$ cat config.mk
export PLATFORM = sky130hd
export DESIGN_NAME = serialWiperTop
export DESIGN_NICKNAME = d
export VERILOG_FILES = /design/src/rtl/serialWiperPkg.sv /design/src/rtl/serialWiperCtrl.sv /design/src/rtl/serialWiperDatapath.sv /design/src/rtl/serialWiperTapDecoder.sv /design/src/rtl/serialWiperTop.sv
export SDC_FILE = /design/constraint.sdc
export NUM_CORES = 1
export LEC_CHECK = 0
export ABC_AREA = 0
export BUFFER_PORTS_ARGS = -buffer_cell sky130_fd_sc_hd__buf_4
export CAP_MARGIN = 20
export CORE_AREA = 8 8 100 102
export CTS_BUF_LIST = sky130_fd_sc_hd__clkbuf_4 sky130_fd_sc_hd__clkbuf_8
export CTS_CLUSTER_DIAMETER = 100
export CTS_CLUSTER_SIZE = 12
export DETAILED_ROUTE_END_ITERATION = 12
export DIE_AREA = 0 0 108 110
export GPL_TIMING_DRIVEN = 0
export PLACE_DENSITY_LB_ADDON = 0.25
export SLEW_MARGIN = 20
export SYNTH_ARGS = -nofsm -noshare
export SYNTH_HDL_FRONTEND = slang
export SYNTH_SLANG_ARGS = --single-unit
$ cat constraint.sdc
create_clock -name clk -period 1.6 [get_ports clk]
set_input_delay 0.08 -clock clk [delete_from_list [all_inputs] [get_ports clk]]
set_output_delay 0.08 -clock clk [all_outputs]
set_load 0.005 [all_outputs]
$ cat src/rtl/serialWiperPkg.sv
package serialWiperPkg;

  // Strobes from the edge-detect control into the datapath, one system cycle wide.
  typedef struct packed {
    logic shiftEn;    // rising serial clock while selected
    logic outUpdate;  // falling serial clock while selected
    logic latchLoad;  // rising select
  } wiperStrobes_t;

endpackage

$ cat src/rtl/serialWiperCtrl.sv
module serialWiperCtrl
  import serialWiperPkg::*;
(
  input  logic          clk,
  input  logic          rstN,
  input  logic          sclk,
  input  logic          csN,
  input  logic          sdi,
  output wiperStrobes_t strobes,
  output logic          sdiBit
);

  logic sclkQ, sclkPrev;
  logic csNQ, csNPrev;
  logic sdiQ;

  // One sampling stage, then a history stage for edge detection.
  always_ff @(posedge clk or negedge rstN) begin
    if (!rstN) begin
      sclkQ    <= 1'b0;
      sclkPrev <= 1'b0;
      csNQ     <= 1'b1;
      csNPrev  <= 1'b1;
      sdiQ     <= 1'b0;
    end else begin
      sclkQ    <= sclk;
      sclkPrev <= sclkQ;
      csNQ     <= csN;
      csNPrev  <= csNQ;
      sdiQ     <= sdi;
    end
  end

  always_comb begin
    strobes.shiftEn   = sclkQ & ~sclkPrev & ~csNQ;
    strobes.outUpdate = ~sclkQ & sclkPrev & ~csNQ;
    strobes.latchLoad = csNQ & ~csNPrev;
  end

  assign sdiBit = sdiQ;

endmodule

$ cat src/rtl/serialWiperDatapath.sv
module serialWiperDatapath
  import serialWiperPkg::*;
#(
  parameter int CODE_W = 8
) (
  input  logic              clk,
  input  logic              rstN,
  input  wiperStrobes_t     strobes,
  input  logic              sdiBit,
  output logic [CODE_W-1:0] wiperCode,
  output logic              sdoBit
);

  localparam logic [CODE_W-1:0] MID_CODE = CODE_W'(1) << (CODE_W - 1);

  logic [CODE_W-1:0] shiftReg;

  always_ff @(posedge clk or negedge rstN) begin
    if (!rstN) begin
      shiftReg <= MID_CODE;
    end else if (strobes.shiftEn) begin
      shiftReg <= {shiftReg[CODE_W-2:0], sdiBit};
    end
  end

  // The output holds the register MSB from the last falling edge.
  always_ff @(posedge clk or negedge rstN) begin
    if (!rstN) begin
      sdoBit <= MID_CODE[CODE_W-1];
    end else if (strobes.outUpdate) begin
      sdoBit <= shiftReg[CODE_W-1];
    end
  end

  always_ff @(posedge clk or negedge rstN) begin
    if (!rstN) begin
      wiperCode <= MID_CODE;
    end else if (strobes.latchLoad) begin
      wiperCode <= shiftReg;
    end
  end

endmodule

$ cat src/rtl/serialWiperTapDecoder.sv
module serialWiperTapDecoder #(
  parameter int CODE_W = 8
) (
  input  logic [CODE_W-1:0]      code,
  output logic [(1<<CODE_W)-1:0] tapSel
);

  localparam int TAP_COUNT = 1 << CODE_W;

  for (genvar tapIdx = 0; tapIdx < TAP_COUNT; tapIdx++) begin : g_tap
    assign tapSel[tapIdx] = (code == CODE_W'(tapIdx));
  end

endmodule

$ cat src/rtl/serialWiperTop.sv
module serialWiperTop
  import serialWiperPkg::*;
#(
  parameter int CODE_W = 8
) (
  input  logic                   clk,
  input  logic                   rstN,
  input  logic                   sclk,
  input  logic                   csN,
  input  logic                   sdi,
  output logic                   sdoPullDn,
  output logic                   sdoLevel,
  output logic [CODE_W-1:0]      wiperCode,
  output logic [(1<<CODE_W)-1:0] tapSel
);

  wiperStrobes_t strobes;
  logic          sdiBit;
  logic          sdoBit;

  serialWiperCtrl u_ctrl (
    .clk     (clk),
    .rstN    (rstN),
    .sclk    (sclk),
    .csN     (csN),
    .sdi     (sdi),
    .strobes (strobes),
    .sdiBit  (sdiBit)
  );

  serialWiperDatapath #(.CODE_W(CODE_W)) u_datapath (
    .clk       (clk),
    .rstN      (rstN),
    .strobes   (strobes),
    .sdiBit    (sdiBit),
    .wiperCode (wiperCode),
    .sdoBit    (sdoBit)
  );

  serialWiperTapDecoder #(.CODE_W(CODE_W)) u_decoder (
    .code   (wiperCode),
    .tapSel (tapSel)
  );

  // Open-drain model: pull low for a 0, release for a 1 (external pull-up).
  assign sdoPullDn = ~sdoBit;
  assign sdoLevel  = ~sdoPullDn;

endmodule

==> flow_summary.json <==
{
  "cp_top_family": "simple AND/OR/NAND/NOR gates",
  "clk_path_buf_depth": 2,
  "powerDensity_nw_per_um2": 1060,
  "grt_pass1_vias": 4030,
  "place_congestion": 0.8575,
  "firstDrtPassIters": 5,
  "grt_usage_pct": 26.36,
  "rows": 34,
  "cts_tree": "built",
  "path_class": "reg2out",
  "finClkSkew_ns": 0.008252,
  "portBuffers": 270,
  "syn_inst": 394,
  "cp_common_cell": "buf_4",
  "final_core_util_pct": 96.45,
  "synth_area_per_cell_sq_um": 6.212,
  "dr_wl_met2_mm": 12.86,
  "clock-sinks": 22,
  "ys_types": 21,
  "area_growth_pct": 233.6,
  "clk_latency_ns": 0.27,
  "cap_violations": 0,
  "grt-ovfl-total": 0,
  "hold_slack_ns": 0.2211,
  "die_area_sq_um": 11880,
  "min-delay-path-class": "in2async",
  "drc_errors": 0,
  "ys_warn_count": 0,
  "layout_setup_ws_ns": -0.4816,
  "crit_arrival_ns": 2.00,
  "core_sq_um": 8466,
  "fin_nets": 772,
  "ioPinCount": 271,
  "dr_wl_met3_mm": 2.245,
  "grt_pass1_wl_mm": 24.63,
  "vias": 5146,
  "vdd_drop_max_v": 0.001296,
  "drt_iter0_drc": 602,
  "cts_buffers": 3,
  "finalMaxSlewViolations": 0,
  "path_clk_slew_ns": 0.09,
  "initial_utilization_pct": 28.91,
  "antenna_found_initial": 0,
  "cts_root_buffer": "clkbuf_8",
  "fmax_mhz": 480.4,
  "dp_hpwl_mm": 11.87,
  "setup_violations": 264,
  "max_stage_delay_ns": 0.55,
  "timing.final.hold_violations": 0,
  "slew_headroom_pct": 53.51,
  "worstPathCellList": "buf_4 > or4b_4 > buf_6 > nor2_1 > buf_4",
  "final.period_utilization_pct": 130.1,
  "cpMaxStageDelayCell": "or4b_4",
  "wire_per_inst_um": 29.99,
  "cp-start-kind": "flip-flop",
  "power.leakage_nw": 3.328,
  "syn-num-nets": 399,
  "drt_wl_total_mm": 26.22,
  "cp.required_ns": 1.52,
  "ys_seq_elements": 22,
  "die_y_um": 110,
  "grt_max_degree": 23,
  "rsz0062_at_grt": "yes",
  "layout-drive-gt1-share_pct": 86.55,
  "ys_seq_area_share_pct": 22.75,
  "maxUsedRoutingLayer": "met4",
  "syn-cell-area_sq_um": 2447,
  "path_buf_inv": 3,
  "tightest_slew_ns": 0.6944,
  "h-tree-depth": 1,
  "ff2ff_setup_slack_ns": -0.09,
  "min_period_ns": 2.082,
  "worstPathMaxFanout": 10,
  "die_w_um": 108,
  "status": "complete, but fails checks",
  "ant_nets": 0,
  "violations": "setup timing",
  "vias_per_cell": 5.888,
  "antenna_cells": 0,
  "critPathCaptureType": "output port",
  "drt-met1-wl_mm": 8.974,
  "fill_cells": 150
}
path summary, 6_finish.rpt:
kind / startpoint / to / cells after the start
worst max-delay path: u_datapath.wiperCode[3]$_DFFE_PN0P_ / tapSel[210] / 5
worst min-delay path: rstN / u_datapath.shiftReg[5]$_DFFE_PN0P_ / 2
worst max register to register: u_ctrl.csNQ$_DFF_PN1_ / u_datapath.wiperCode[6]$_DFFE_PN0P_ / 3
worst min register to register: u_ctrl.csNQ$_DFF_PN1_ / u_ctrl.csNPrev$_DFF_PN1_ / 0
max in group asynchronous: rstN / u_ctrl.csNPrev$_DFF_PN1_ / 2
min in group clk: u_ctrl.csNQ$_DFF_PN1_ / u_ctrl.csNPrev$_DFF_PN1_ / 0
flip-flops by register name, summed over array words and instances, names as in the netlist:
register and flops:
u_ctrl.csNPrev 1, u_ctrl.csNQ 1, u_ctrl.sclkPrev 1, u_ctrl.sclkQ 1
u_ctrl.sdiBit 1, u_datapath.sdoBit 1, u_datapath.shiftReg 8, u_datapath.wiperCode 8
per-stage QoR:
stage / std cells / TNS (ns) / power [mW] / setup slack [ns] / instance area (sq um)
final: 874 / -76.73 / 8.654 / -0.4816 / 8165
after global routing: 874 / -80.72 / 8.802 / -0.5080 / 8165
after CTS: 832 / -41.37 / 6.046 / -0.2736 / 6082
after detailed placement: 772 / -37.35 / 3.725 / -0.3032 / 4609
after global placement: 772 / -29.85 / 3.659 / -0.2644 / 4609
after floorplan: 394 / 0 / 2.673 / 0.07260 / 2447
cell families (layout without fill, tap and decap cells):
family / count (synthesis) / in the layout / synth area share, %
flops: 22 / 22 / 22.75
buf+inv: 64 / 436 / 14.42
mux: 17 / 17 / 7.822
simple gates: 291 / 291 / 55.01
synthesized netlist by cell type:
cell | n | area (sq um)
nor2_1 | 244 | 915.9
clkbuf_1 | 31 | 116.4
buf_2 | 21 | 105.1
dfrtp_1 | 17 | 425.4
mux2_2 | 17 | 191.4
nand4bb_1 | 12 | 135.1
nor2_2 | 11 | 68.82
buf_6 | 10 | 112.6
nand4b_1 | 8 | 70.07
or4b_1 | 6 | 60.06
dfstp_2 | 5 | 131.4
nand4_1 | 2 | 12.51
or4b_4 | 2 | 27.53
buf_8 | 1 | 15.01
inv_1 | 1 | 3.750
nor2_4 | 1 | 11.26
nor2b_1 | 1 | 6.260
nor3b_1 | 1 | 7.510
nor3b_2 | 1 | 12.51
or4_1 | 1 | 7.510
or4_4 | 1 | 11.26
repair_timing:
action	CTS	global route
setup endpoints to repair	256	263
endpoints found under the hold margin	25	0
gates resized for setup	231	406
pin swaps	53	57
hold buffers	4	0
buffers inserted	59	30
gates cloned	14	13
layout make-up:
cell class,count,area (sq um),share of cell area [%]
repair buffers,390,3983,48.77
multi-input cells,308,2818,34.51
plain buffers,41,589.3,7.217
flip-flops and latches,22,565.5,6.926
well taps,108,135.1,1.655
clock buffers,3,41.29,0.5057
clock inverters,1,30.03,0.3678
inverters,1,3.754,0.04597
power breakdown:
part / internal, mW / leakage [nW] / total [mW] / switching [mW]
registers: 0.780 / 0.252 / 1.13 / 0.355
logic: 3.41 / 3.04 / 6.99 / 3.58
clock network: 0.334 / 0.0357 / 0.530 / 0.196
total: 4.53 / 3.33 / 8.65 / 4.13
layer usage:
layer  track usage (%)  up-vias
li1                  -     1977
met5                 0        -
met1             29.71     2547
met2             49.61      470
met3             4.767      152
met4             6.938        0
placed cells by master (no fill, tap or decap):
cell | synthesis | layout
clkbuf_1 | 31 | 1
nand4b_1 | 8 | 8
clkbuf_16 | 0 | 13
bufinv_16 | 0 | 1
or4_4 | 1 | 2
dfrtp_1 | 17 | 10
nand4bb_4 | 0 | 12
dfstp_2 | 5 | 5
buf_12 | 0 | 18
nor3b_1 | 1 | 1
clkbuf_8 | 0 | 11
nor3b_2 | 1 | 1
buf_8 | 1 | 21
nor2_2 | 11 | 53
dfrtp_2 | 0 | 7
mux2_2 | 17 | 17
dlygate4sd3_1 | 0 | 4
nor2b_1 | 1 | 1
buf_2 | 21 | 1
bufbuf_16 | 0 | 1
buf_6 | 10 | 167
or4b_4 | 2 | 8
buf_16 | 0 | 1
nand4_1 | 2 | 2
inv_1 | 1 | 1
nor2_4 | 1 | 128
buf_4 | 0 | 196
nor2_1 | 244 | 75
(Power assumes the default switching activity.)
